[config.mk]
export PLATFORM = sky130hd
export DESIGN_NAME = pstore_agu
export DESIGN_NICKNAME = d
export VERILOG_FILES = /design/src/rtl/pstore_pkg.sv /design/src/rtl/pstore_ea.sv /design/src/rtl/pstore_lane.sv /design/src/rtl/pstore_agu.sv
export SDC_FILE = /design/constraint.sdc
export NUM_CORES = 1
export LEC_CHECK = 0
export BUFFER_PORTS_ARGS = -buffer_cell sky130_fd_sc_hd__buf_4
export CORE_AREA = 2 2 172 174
export CTS_CLUSTER_SIZE = 24
export DETAILED_ROUTE_END_ITERATION = 12
export DIE_AREA = 0 0 174 176
export GPL_ROUTABILITY_DRIVEN = 0
export PLACE_DENSITY_LB_ADDON = 0.25
export SYNTH_ARGS = -nofsm -noshare
export SYNTH_HDL_FRONTEND = slang
export SYNTH_SLANG_ARGS = --single-unit
export TNS_END_PERCENT = 1
[constraint.sdc]
create_clock -name clk -period 5.9 [get_ports clk]
set_clock_uncertainty 0.2 [all_clocks]
set_input_delay 0 -clock clk [delete_from_list [all_inputs] [get_ports clk]]
set_output_delay 0 -clock clk [all_outputs]
set_load 0.05 [all_outputs]
[src/rtl/pstore_pkg.sv]
package pstore_pkg;

    typedef enum logic [1:0] {
        SZ_BYTE = 2'd0,
        SZ_HALF = 2'd1,
        SZ_WORD = 2'd2,
        SZ_DBL  = 2'd3
    } st_size_e;

    typedef enum logic [1:0] {
        FM_DISP   = 2'd0,
        FM_SCALED = 2'd1,
        FM_INDEX  = 2'd2,
        FM_RSVD   = 2'd3
    } st_form_e;

endpackage

[src/rtl/pstore_ea.sv]
module pstore_ea
    import pstore_pkg::*;
#(
    parameter int XLEN    = 64,
    parameter int DISP_W  = 16,
    parameter int SDISP_W = 14
) (
    input  st_form_e              form,
    input  logic [XLEN-1:0]       base,
    input  logic [XLEN-1:0]       index,
    input  logic [DISP_W-1:0]     disp,
    output logic [XLEN-1:0]       ea
);
    localparam int SPAD = XLEN - SDISP_W - 2;
    localparam int DPAD = XLEN - DISP_W;

    logic [XLEN-1:0] offset;

    always_comb begin
        unique case (form)
            FM_DISP:   offset = {{DPAD{disp[DISP_W-1]}}, disp};
            FM_SCALED: offset = {{SPAD{disp[SDISP_W-1]}}, disp[SDISP_W-1:0], 2'b00};
            FM_INDEX:  offset = index;
            default:   offset = '0;
        endcase
        ea = base + offset;
    end


    always_comb begin
        if (form == FM_SCALED) begin
            scaled_word_step_chk: assert (((ea - base) & 64'd3) == 64'd0);
        end
    end

endmodule

[src/rtl/pstore_lane.sv]
module pstore_lane
    import pstore_pkg::*;
#(
    parameter int XLEN = 64
) (
    input  st_size_e                    size,
    input  logic [$clog2(XLEN/8)-1:0]   addr_lo,
    input  logic [XLEN-1:0]             src,
    output logic [XLEN-1:0]             data,
    output logic [XLEN/8-1:0]           be,
    output logic                        misalign
);
    localparam int NBYTE = XLEN / 8;
    localparam int OFS_W = $clog2(NBYTE);

    logic [OFS_W:0]    nbytes;
    logic [OFS_W:0]    span_end;
    logic [XLEN-1:0]   keep;
    logic [XLEN-1:0]   lane_mask;

    always_comb begin
        nbytes   = (OFS_W+1)'(1) << size;
        span_end = {1'b0, addr_lo} + nbytes;
        misalign = span_end > (OFS_W+1)'(NBYTE);
    end

    for (genvar b = 0; b < NBYTE; b++) begin : g_lane
        assign keep[8*b +: 8] = ((OFS_W+1)'(b) < nbytes) ? 8'hFF : 8'h00;
        assign be[b] = ((OFS_W+1)'(b) >= {1'b0, addr_lo}) && ((OFS_W+1)'(b) < span_end);
        assign lane_mask[8*b +: 8] = {8{be[b]}};
    end

    assign data = (src & keep) << {addr_lo, 3'b000};


    always_comb begin
        if (!misalign) begin
            lane_confined_chk: assert ((data & ~lane_mask) == '0);
        end
    end

endmodule

[src/rtl/pstore_agu.sv]
module pstore_agu
    import pstore_pkg::*;
#(
    parameter int XLEN    = 64,
    parameter int DISP_W  = 16,
    parameter int SDISP_W = 14,
    parameter int RN_W    = 5
) (
    input  logic                 clk,
    input  logic                 rst_n,
    input  logic                 req_valid,
    input  logic [1:0]           req_size,
    input  logic [1:0]           req_form,
    input  logic [DISP_W-1:0]    req_disp,
    input  logic [XLEN-1:0]      req_base,
    input  logic [XLEN-1:0]      req_index,
    input  logic [XLEN-1:0]      req_src,
    input  logic [RN_W-1:0]      req_base_num,
    output logic                 busy,
    output logic                 mem_valid,
    input  logic                 mem_ready,
    output logic [XLEN-1:0]      mem_addr,
    output logic [XLEN-1:0]      mem_data,
    output logic [XLEN/8-1:0]    mem_be,
    output logic                 wb_valid,
    output logic [RN_W-1:0]      wb_num,
    output logic [XLEN-1:0]      wb_data,
    output logic                 err_form,
    output logic                 err_align
);
    localparam int NBYTE = XLEN / 8;
    localparam int OFS_W = $clog2(NBYTE);

    typedef struct packed {
        logic               pend;
        logic [XLEN-1:0]    addr;
        logic [XLEN-1:0]    data;
        logic [NBYTE-1:0]   be;
        logic [XLEN-1:0]    ea;
        logic [RN_W-1:0]    rnum;
        logic [1:0]         size;
        logic               err_form;
        logic               err_align;
    } agu_state_t;

    agu_state_t st_d, st_q;

    st_form_e          form_in;
    st_size_e          size_in;
    logic [XLEN-1:0]   ea_calc;
    logic [XLEN-1:0]   lane_data;
    logic [NBYTE-1:0]  lane_be;
    logic              lane_mis;
    logic              accept;
    logic              bad_form;

    assign form_in = st_form_e'(req_form);
    assign size_in = st_size_e'(req_size);

    pstore_ea #(
        .XLEN    (XLEN),
        .DISP_W  (DISP_W),
        .SDISP_W (SDISP_W)
    ) u_ea (
        .form  (form_in),
        .base  (req_base),
        .index (req_index),
        .disp  (req_disp),
        .ea    (ea_calc)
    );

    pstore_lane #(
        .XLEN (XLEN)
    ) u_lane (
        .size     (size_in),
        .addr_lo  (req_base[OFS_W-1:0]),
        .src      (req_src),
        .data     (lane_data),
        .be       (lane_be),
        .misalign (lane_mis)
    );

    always_comb begin
        st_d           = st_q;
        st_d.err_form  = 1'b0;
        st_d.err_align = 1'b0;
        accept         = req_valid && !st_q.pend;
        bad_form       = (req_base_num == '0) || (form_in == FM_RSVD);

        if (st_q.pend && mem_ready) begin
            st_d.pend = 1'b0;
        end

        if (accept) begin
            if (bad_form) begin
                st_d.err_form = 1'b1;
            end else if (lane_mis) begin
                st_d.err_align = 1'b1;
            end else begin
                st_d.pend = 1'b1;
                st_d.addr = req_base;
                st_d.data = lane_data;
                st_d.be   = lane_be;
                st_d.ea   = ea_calc;
                st_d.rnum = req_base_num;
                st_d.size = req_size;
            end
        end
    end

    always_ff @(posedge clk or negedge rst_n) begin
        if (!rst_n) begin
            st_q <= '0;
        end else begin
            st_q <= st_d;
        end
    end

    assign busy      = st_q.pend;
    assign mem_valid = st_q.pend;
    assign mem_addr  = st_q.addr;
    assign mem_data  = st_q.data;
    assign mem_be    = st_q.be;
    assign wb_valid  = st_q.pend && mem_ready;
    assign wb_num    = st_q.rnum;
    assign wb_data   = st_q.ea;
    assign err_form  = st_q.err_form;
    assign err_align = st_q.err_align;


    hold_while_stalled_chk: assert property (@(posedge clk) disable iff (!rst_n)
        (mem_valid && !mem_ready) |=> (mem_valid && $stable(mem_addr) && $stable(mem_data) && $stable(mem_be)));


    enable_count_chk: assert property (@(posedge clk) disable iff (!rst_n)
        mem_valid |-> ($countones(mem_be) == (1 << st_q.size)));


    error_no_write_chk: assert property (@(posedge clk) disable iff (!rst_n)
        (err_form || err_align) |-> (!mem_valid && !(err_form && err_align)));


    busy_from_request_chk: assert property (@(posedge clk) disable iff (!rst_n)
        $rose(busy) |-> $past(req_valid));


    wb_single_chk: assert property (@(posedge clk) disable iff (!rst_n)
        wb_valid |=> !wb_valid);

endmodule

==> results.cfg, run 1 <==
[cts]
cts_root_buffer = clkbuf_16
htree_levels = 1
cts_buffers = 24
cts_tree = done
postCtsSetupBuffers = 0
clockBufferDepth = 3
clkTransAtPathRegs_ns = 0.06
clk_latency_ns = 0.52
cts_sinks = 208

[run]
drv_cap = 0

[worst_setup_path]
worstPathMaxFanout = 31
cp.arrival_ns = 5.08
cpMaxStageDelayCell = nor2b_4
end_kind = register
cp.required_ns = 6.17
crit_buf_inv = 3
slowest_delay_ns = 0.82
setup.worst_path.class = input port to register
start_kind = input port
crit_family = simple AND/OR/NAND/NOR gates
crit_chain = dlygate4sd3_1 > buf_4 > nor2_1 > ha_1 > fa_1 > o31ai_1 > nor2b_4 > nand2_1 > o31ai_1 > dlygate4sd3_1

[cells_and_area]
layout.cells.most_common = nand2_1
utilization_pct = 70.9
final_cell_mix = nand2_1, buf_4, dfrtp_1
fillers = 2169
drive_above_1_share_pct = 22.5
fin_nets = 2608
area_growth_pct = 43.2

[power_and_ir_drop]
power_density_nw_per_um2 = 389
combPwrFrac_pct = 53.1
power_switching_w = 0.00385
power.internal_w = 0.00402
leakagePower_nw = 9.97
vdd.ir_drop.worst_mv = 0.325
swShare_pct = 48.9
seqPwrFrac_pct = 28.0
total_power_w = 0.00787
p_clk_share_pct = 18.9

[die]
initial_core_util_pct = 49.5
core_area_sq_um = 28500
die_w_um = 174
io_pins = 431
rows = 62
dieArea_sq_um = 30600
die_y_um = 176

[drt]
vias = 16413
via_per_inst = 6.03
routed_wl_mm = 55.8
antenna_left = 0
drt_iter0_markers = 2022
dr.pass1.iters = 6
drcViolationCount = 0
wl_per_cell_um = 20.5

[global_route]
grt_usage_pct = 35.2
grt_pass1_wl_mm = 86.9
grt_start_max_net_pins = 87
grt_overflow = 0
grt_antenna_before_repair = 1
grt_pass1_vias = 16048

[sta]
drv_slew = 0
fin_tns_setup_ns = 0
worst_pin_slew_ns = 1.02
rsz0062_at_grt = false
finalCriticalPeriod_ns = 4.81
finalCritPeriodShare_pct = 81.6
max_freq_mhz = 208
setup_viol_count_final = 0
hold_viol = 0
slew-limit-headroom_pct = 32.0

[synthesis]
syn_inst = 1779
synth-edff-count = 0
ys_ff_latch = 208
async_reset_ff_share_pct = 100
synth-seq-area-share_pct = 36.8
synth_ff_type = dfrtp_1
syn_nets = 2068
syn_area_per_cell_sq_um = 7.94
syn_area_sq_um = 14100
ys_types = 75
yosys_warnings = 0

[outcome]
outcome = complete, no violations

[placement]
dp_hpwl_mm = 37.0
io_buffer_count = 430

[worst_hold_path]
hold_class = input port to register
[routing by layer]
layer	routed length, um	share of wire [%]	track usage, %	up-vias
li1	-	-	-	7350
met1	21100	38	42.6	7731
met2	26100	47	59.4	1083
met3	5350	9.6	7.73	247
met4	3200	5.7	17.8	2
met5	13	0.023	0	-
[kinds of logic (layout without fill, tap and decap cells)]
family	count (synthesis)	after routing	share of synthesized area [%]
DFF	208	208	36.8
AOI/OAI and AO/OA	529	529	23.3
xor gates and xnor gates	47	47	2.91
muxes	64	64	4.76
other	0	2	0
buffers and inverters	146	703	4.11
and+or+nand+nor	717	717	22.0
adders and majority gates	68	68	6.13
[what timing repair did]
action | 4_1_cts | 5_1_grt
setup endpoints to repair | 0 | 0
resized for setup | 0 | 0
hold endpoints to repair | 276 | 0
hold buffers | 201 | 0
[tightest hold or removal path: cells and delay by family]
kind                   cells  cell delay [ns]
buffers and inverters      2             0.63
AND/OR/NAND/NOR            2             0.09
[metrics by stage]
stage          cell area (sq um)  cells  setup WS, ns  hold slack [ns]
2_1_floorplan              14100   1779          2.18           -0.496
3_3_place_gp               17400   2476          1.45           -0.177
3_5_place_dp               17400   2476          1.39           -0.161
4_1_cts                    20200   2720          1.21          0.00184
5_1_grt                    20200   2720         0.753           0.0190
6_report                   20200   2722          1.09           0.0153
[flip-flops by register name, indices dropped and copies added (netlist names)]
name and flops:
mem_be 8, wb_data 64, mem_addr 64, err_align 1
mem_data 64, wb_num 5, busy 1, err_form 1
[path summary, 6_finish.rpt]
kind / startpoint / end / slack (ns) / cells past startpoint
max in group asynchronous: rst_n / mem_addr[1] / 4.26 / 4
worst min-delay path: req_base[49] / mem_addr[49] / 0.02 / 4
worst max-delay path: req_size[1] / mem_data[46] / 1.09 / 10
worst max register to register: busy / mem_data[46] / 2.51 / 6
worst min register to register: wb_data[14] / wb_data[14] / 0.27 / 2
min in group asynchronous: rst_n / wb_data[36] / 0.42 / 4
[power groups by stage]
stage          logic [W]  clock network (W)  registers, W
2_1_floorplan    0.00104                  0       0.00379
3_3_place_gp     0.00395                  0       0.00219
3_5_place_dp     0.00399                  0       0.00220
4_1_cts          0.00412            0.00150       0.00218
5_1_grt          0.00438            0.00156       0.00224
6_report         0.00418            0.00149       0.00220
[cells in the mapped netlist, drive strengths merged (4+ instances only)]
| cell type | number | share of area, % |
|---|---|---|
| a22o | 10 | 0.62 |
| o21a | 10 | 0.53 |
| nor2b | 29 | 1.3 |
| nand4 | 25 | 1.2 |
| o22ai | 12 | 0.53 |
| o21bai | 9 | 0.48 |
| mux2i | 39 | 2.8 |
| mux2 | 25 | 2.0 |
| nand2b | 5 | 0.22 |
| nor3 | 24 | 0.92 |
| dfrtp | 208 | 37 |
| nand2 | 481 | 13 |
| o311ai | 4 | 0.25 |
| o21ai | 161 | 5.7 |
| a21oi | 157 | 5.6 |
| and2 | 9 | 0.40 |
| a31oi | 11 | 0.49 |
| a211oi | 16 | 0.85 |
| a222oi | 9 | 0.64 |
| and3 | 10 | 0.44 |
| inv | 18 | 0.48 |
| a22oi | 16 | 0.85 |
| a21boi | 5 | 0.27 |
| xor2 | 28 | 1.7 |
| o211ai | 6 | 0.32 |
| nand3 | 25 | 0.89 |
| xnor2 | 19 | 1.2 |
| clkbuf | 90 | 2.4 |
| nor3b | 10 | 0.53 |
| or2 | 6 | 0.27 |
| ha | 66 | 5.8 |
| buf | 38 | 1.2 |
| a41oi | 4 | 0.30 |
| a221o | 5 | 0.35 |
| a21o | 53 | 2.8 |
| nor2 | 70 | 1.9 |
| o31ai | 14 | 0.74 |
| or3 | 10 | 0.48 |
[layout make-up]
class / instances / area [sq um] / area share, %
well taps: 384 / 480 / 2.37
clock inverters: 7 / 78.8 / 0.390
flip-flops and latches: 208 / 5200 / 25.7
inverters: 18 / 67.6 / 0.334
repair buffers: 642 / 5350 / 26.4
diodes: 2 / 5.00 / 0.0247
clock buffers: 36 / 686 / 3.39
multi-input cells: 1425 / 8360 / 41.3
Note: power is estimated with default switching activity, not from simulation.
==> run 2: changes to the inputs <==
Clock period 5.9 ns to 4.5 ns, I/O delays scaled along.
==> run 2 against run 1 <==
Net effect: the run now ends with negative hold slack left; critical path depth grew 2; setup slack worse by 0.57 ns; utilization increased by 0.12 points; sequential cell count did not move; clock-buffer cell count down 4; cell count shrank 0.62%; clock power grew 55%; die area unchanged; highest routed layer is now met4.
==> results.cfg, run 2 (same netlist as run 1, synthesis figures left out) <==
[drt]
dr.pass1.iters = 6
drt_iter0_markers = 1927
antenna_left = 0
drcViolationCount = 0
wl_per_cell_um = 20.3
via_per_inst = 5.99
routed_wl_mm = 54.8
vias = 16196

[cells_and_area]
stdcell_area_sq_um = 20300
area_growth_pct = 43.4
num_antenna_cells = 0
layout.cells.most_common = nand2_1
drive_above_1_share_pct = 23.1
final_cell_mix = nand2_1, buf_4, dfrtp_1
fin_nets = 2592

[cts]
htree_levels = 1
cts_sinks = 208
clk_latency_ns = 0.53
cts_tree = done
cts_root_buffer = clkbuf_16
clockBufferDepth = 3
cts_buffers = 24
ctsResizeCount = 0
clkTransAtPathRegs_ns = 0.06

[power_and_ir_drop]
total_power_w = 0.0107
power_density_nw_per_um2 = 526
vdd.ir_drop.worst_mv = 0.400
leakagePower_nw = 10.0

[placement]
io_buffer_count = 430
dp_hpwl_mm = 37.6
placed_area_sq_um = 17500

[die]
io_pins = 431
core_area_sq_um = 28500
die_y_um = 176
die_w_um = 174
dieArea_sq_um = 30600
initial_core_util_pct = 49.5
rows = 62

[sta]
worst_pin_slew_ns = 1.41
drv_slew = 0
whs_ns = -0.0389
finalCritPeriodShare_pct = 88.4
max_freq_mhz = 251
fin_tns_setup_ns = 0
finalCriticalPeriod_ns = 3.98
slew-limit-headroom_pct = 5.05
setup_viol_count_final = 0
hold_viol = 40
rsz0062_at_grt = false

[global_route]
grt_pass1_wl_mm = 86.1
grt_overflow = 0
grt_start_max_net_pins = 123
grt_antenna_before_repair = 0
grt_usage_pct = 34.7
grt_pass1_vias = 15956

[worst_setup_path]
end_kind = register
cp.arrival_ns = 4.24
setup.worst_path.class = input port to register
worstPathMaxFanout = 31
start_kind = input port
cp.required_ns = 4.76

[outcome]
outcome = finished, violations left
violations = negative hold slack

[worst_hold_path]
hold_class = input port to asynchronous set/reset pin

[run]
drv_cap = 0
[run 2: cell count changes in the layout (fill, tap and decap cells not counted), sizes merged]
cell	delta
clkinv	-2
clkbuf	-4
diode	-2
inv	+1
bufinv	+5
clkinvlp	+1
dlygate4sd3	-20
buf	+4
[run 2: final cells by class]
class,instances,area [sq um]
Clock buffer,32,712
Clock inverter,12,220
Fill cell,2139,8280
Inverter,18,67.6
Multi-Input combinational cell,1425,8360
Sequential cell,208,5200
Tap cell,384,480
Timing Repair Buffer,626,5220
[run 2: critical path: stages]
cell,delay (ns)
dlygate4sd3_1,0.53
buf_4,0.32
nor2_1,0.12
ha_1,0.22
fa_1,0.38
xor2_1,0.24
o31ai_1,0.51
nor2b_4,0.40
buf_4,0.33
nand2_1,0.32
o31ai_1,0.28
dlygate4sd3_1,0.58
[run 2: routing by layer]
layer  wire length, um  vias to the layer above  GRT usage, %
met5                 0                        -             0
met1             20700                     7612          41.6
met3              4900                      228          7.11
met4              3020                        0          16.8
li1                  -                     7329             -
met2             26200                     1027          59.9
[run 2: worst paths after layout]
kind,cells past startpoint,startpoint,slack [ns],end
worst max-delay path,12,req_size[1],0.52,mem_data[46]
worst min-delay path,2,rst_n,-0.04,mem_addr[29]
worst max register to register,7,busy,1.40,mem_data[46]
worst min register to register,2,mem_data[62],0.28,mem_data[62]
max in group asynchronous,3,rst_n,3.06,mem_be[6]
min in group clk,6,req_index[4],0,wb_data[4]
[run 2: what timing repair did]
item                      in CTS  in global routing
buffers inserted               0                  0
hold buffers                 180                  0
hold endpoints to repair     324                  0
[run 2: where the power goes]
| group | internal (W) | switching [W] |
|---|---|---|
| Clock | 0.00146 | 0.000854 |
| Combinational | 0.00168 | 0.00379 |
| Sequential | 0.00248 | 0.000412 |
[run 2: stage by stage]
step                      std cells  hold slack (ns)  util, %  worst slack [ns]
after floorplan                1779           -0.496        -             0.783
after global placement         2481          -0.0235     61.4             0.439
after detailed placement       2481          -0.0271     61.4             0.429
after CTS                      2705         0.000428     71.0             0.577
after global routing           2705           0.0276     71.0             0.273
final                          2705          -0.0389     71.0             0.520
==> run 3: changes to the inputs <==
Settings changed: CORE_AREA 2 2 172 174 to 2 2 241 243, DIE_AREA 0 0 174 176 to 0 0 243 245.
==> run 3 against run 2 <==
Net effect: the run now ends clean; via count fell by 2.3%; combinational power is 2% higher; sequential power hardly changed; wire length increased by 11%; first-iteration DRC count down 37%; register-to-register slack improved by 0.25 ns; largest power group unchanged.
==> results.cfg, run 3 (same netlist as run 1, synthesis figures left out) <==
[cells_and_area]
stdcell_area_sq_um = 21900
layout.cells.non_filler = 3210
area_growth_pct = 55.0
layout.cells.most_common = nand2_1
fin_nets = 2717
final_cell_mix = nand2_1, buf_4, dlygate4sd3_1
drive_above_1_share_pct = 22.5

[drt]
wl_met3_mm = 4.22
wl_per_cell_um = 18.9
via_per_inst = 4.93
vias = 15824
wl_met2_mm = 28.4
routed_wl_mm = 60.6
highest_layer = met4
wl_met1_mm = 26.4
antenna_left = 0
dr.pass1.iters = 7
drcViolationCount = 0
drt_iter0_markers = 1207

[placement]
dp_hpwl_mm = 44.2
io_buffer_count = 430
placed_area_sq_um = 18100
placed_cells_incl_taps = 2876

[worst_setup_path]
worstPathMaxFanout = 3
cp.required_ns = 4.73
crit_chain = dlygate4sd3_1 > buf_4 > mux2i_1 > dlygate4sd3_1 > nor2_1 > ha_1 > fa_1 > a211oi_1 > o211ai_1 > a31o_2 > a21oi_1 > nor4b_2 > or2_2 > a31oi_1 > xor2_1 > o21ai_0
regToRegSetupSlack_ns = 1.65
slowest_delay_ns = 0.57
cpMaxStageDelayCell = dlygate4sd3_1
setup.worst_path.class = input port to register
r2r-end = mem_data[46]
cp.arrival_ns = 4.42
reg2regPathDepth = 8
path_common_cell = dlygate4sd3_1
reg2reg_from = busy
start_kind = input port
end_kind = register

[cts]
cts_hold_buf = 287
clk_latency_ns = 0.57
ctsResizeCount = 0
postCtsSetupBuffers = 0
clkTransAtPathRegs_ns = 0.06
cts_sinks = 208
cts_buffers = 28
htree_levels = 1
clockBufferDepth = 3
cts_tree = done
cts_root_buffer = clkbuf_16

[global_route]
grt_antenna_before_repair = 0
grt_start_max_net_pins = 148
grt_pass1_vias = 15877
grt_overflow = 0
grt_pass1_wl_mm = 92.6
grt_usage_pct = 19.6

[power_and_ir_drop]
vdd.ir_drop.worst_mv = 0.340
leakagePower_nw = 10.5
total_power_w = 0.0107
power_density_nw_per_um2 = 489

[die]
initial_core_util_pct = 24.8
rows = 88
dieArea_sq_um = 59500
io_pins = 431
die_w_um = 243
die_y_um = 245
core_area_sq_um = 57000

[worst_hold_path]
hold_class = input port to register
whs_path_depth = 6
hold_start = req_index[22]
min_to = wb_data[22]

[sta]
hold_viol = 0
setup_viol_count_final = 0
max_freq_mhz = 239
worst_pin_slew_ns = 0.937
fin_tns_setup_ns = 0
slew-limit-headroom_pct = 37.3
finalCriticalPeriod_ns = 4.19
rsz0062_at_grt = false
finalCritPeriodShare_pct = 93.1
drv_slew = 0

[run]
drv_cap = 0

[outcome]
outcome = complete, no violations
==> run 3: cell types whose count changed in the layout (fill, tap and decap cells not counted), moves of 3 or more <==
cell           change
clkbuf_16          +3
buf_4             +15
bufinv_16          -4
clkbuf_1           +3
dlygate4sd3_1    +106
==> run 3: worst max-delay path, delay by kind of cell <==
| family | cells | cell delay [ns] |
|---|---|---|
| fa+ha+maj | 2 | 0.64 |
| compound gates | 6 | 1.65 |
| buf+inv | 3 | 1.26 |
| simple gates | 3 | 0.55 |
| mux | 1 | 0.12 |
| xor+xnor | 1 | 0.19 |
==> run 3: worst max path at each step <==
stage,slack [ns],cells after the start,from,end
finish,0.31,16,req_index[0],wb_data[38]
floorplan,0.78,16,req_form[0],wb_data[60]
CTS,0.38,16,req_index[0],wb_data[62]
global route,0.11,16,req_index[0],wb_data[62]
global placement,0.25,13,req_form[0],wb_data[60]
detailed placement,0.21,13,req_form[0],wb_data[60]
==> run 3: per-layer routing <==
layer  up-vias  GRT usage [%]
met4         0           5.63
li1       7583              -
met2       564           32.9
met1      7577           25.6
met3       100           3.97
met5         -              0
==> run 3: metrics by stage <==
stage                     hold WS (ns)  utilization, %  setup slack, ns
after floorplan                 -0.496               -            0.783
after global placement          -0.116            31.7            0.249
after detailed placement        -0.113            31.7            0.212
after CTS                      0.00588            38.4            0.380
after global routing            0.0381            38.4            0.105
final                           0.0278            38.4            0.309
==> run 3: layout make-up <==
class                   count  area [sq um]
diodes                      1          2.50
clock buffers              38           798
clock inverters             8           105
fillers                  5891         35100
inverters                  18          67.6
multi-input cells        1425          8360
flip-flops and latches    208          5200
well taps                 765           957
repair buffers            747          6400
==> run 3: report_power, final <==
group          internal [W]  switching [W]  total [W]
logic               0.00176        0.00383    0.00558
registers           0.00248       0.000406    0.00289
clock network       0.00134       0.000900    0.00224
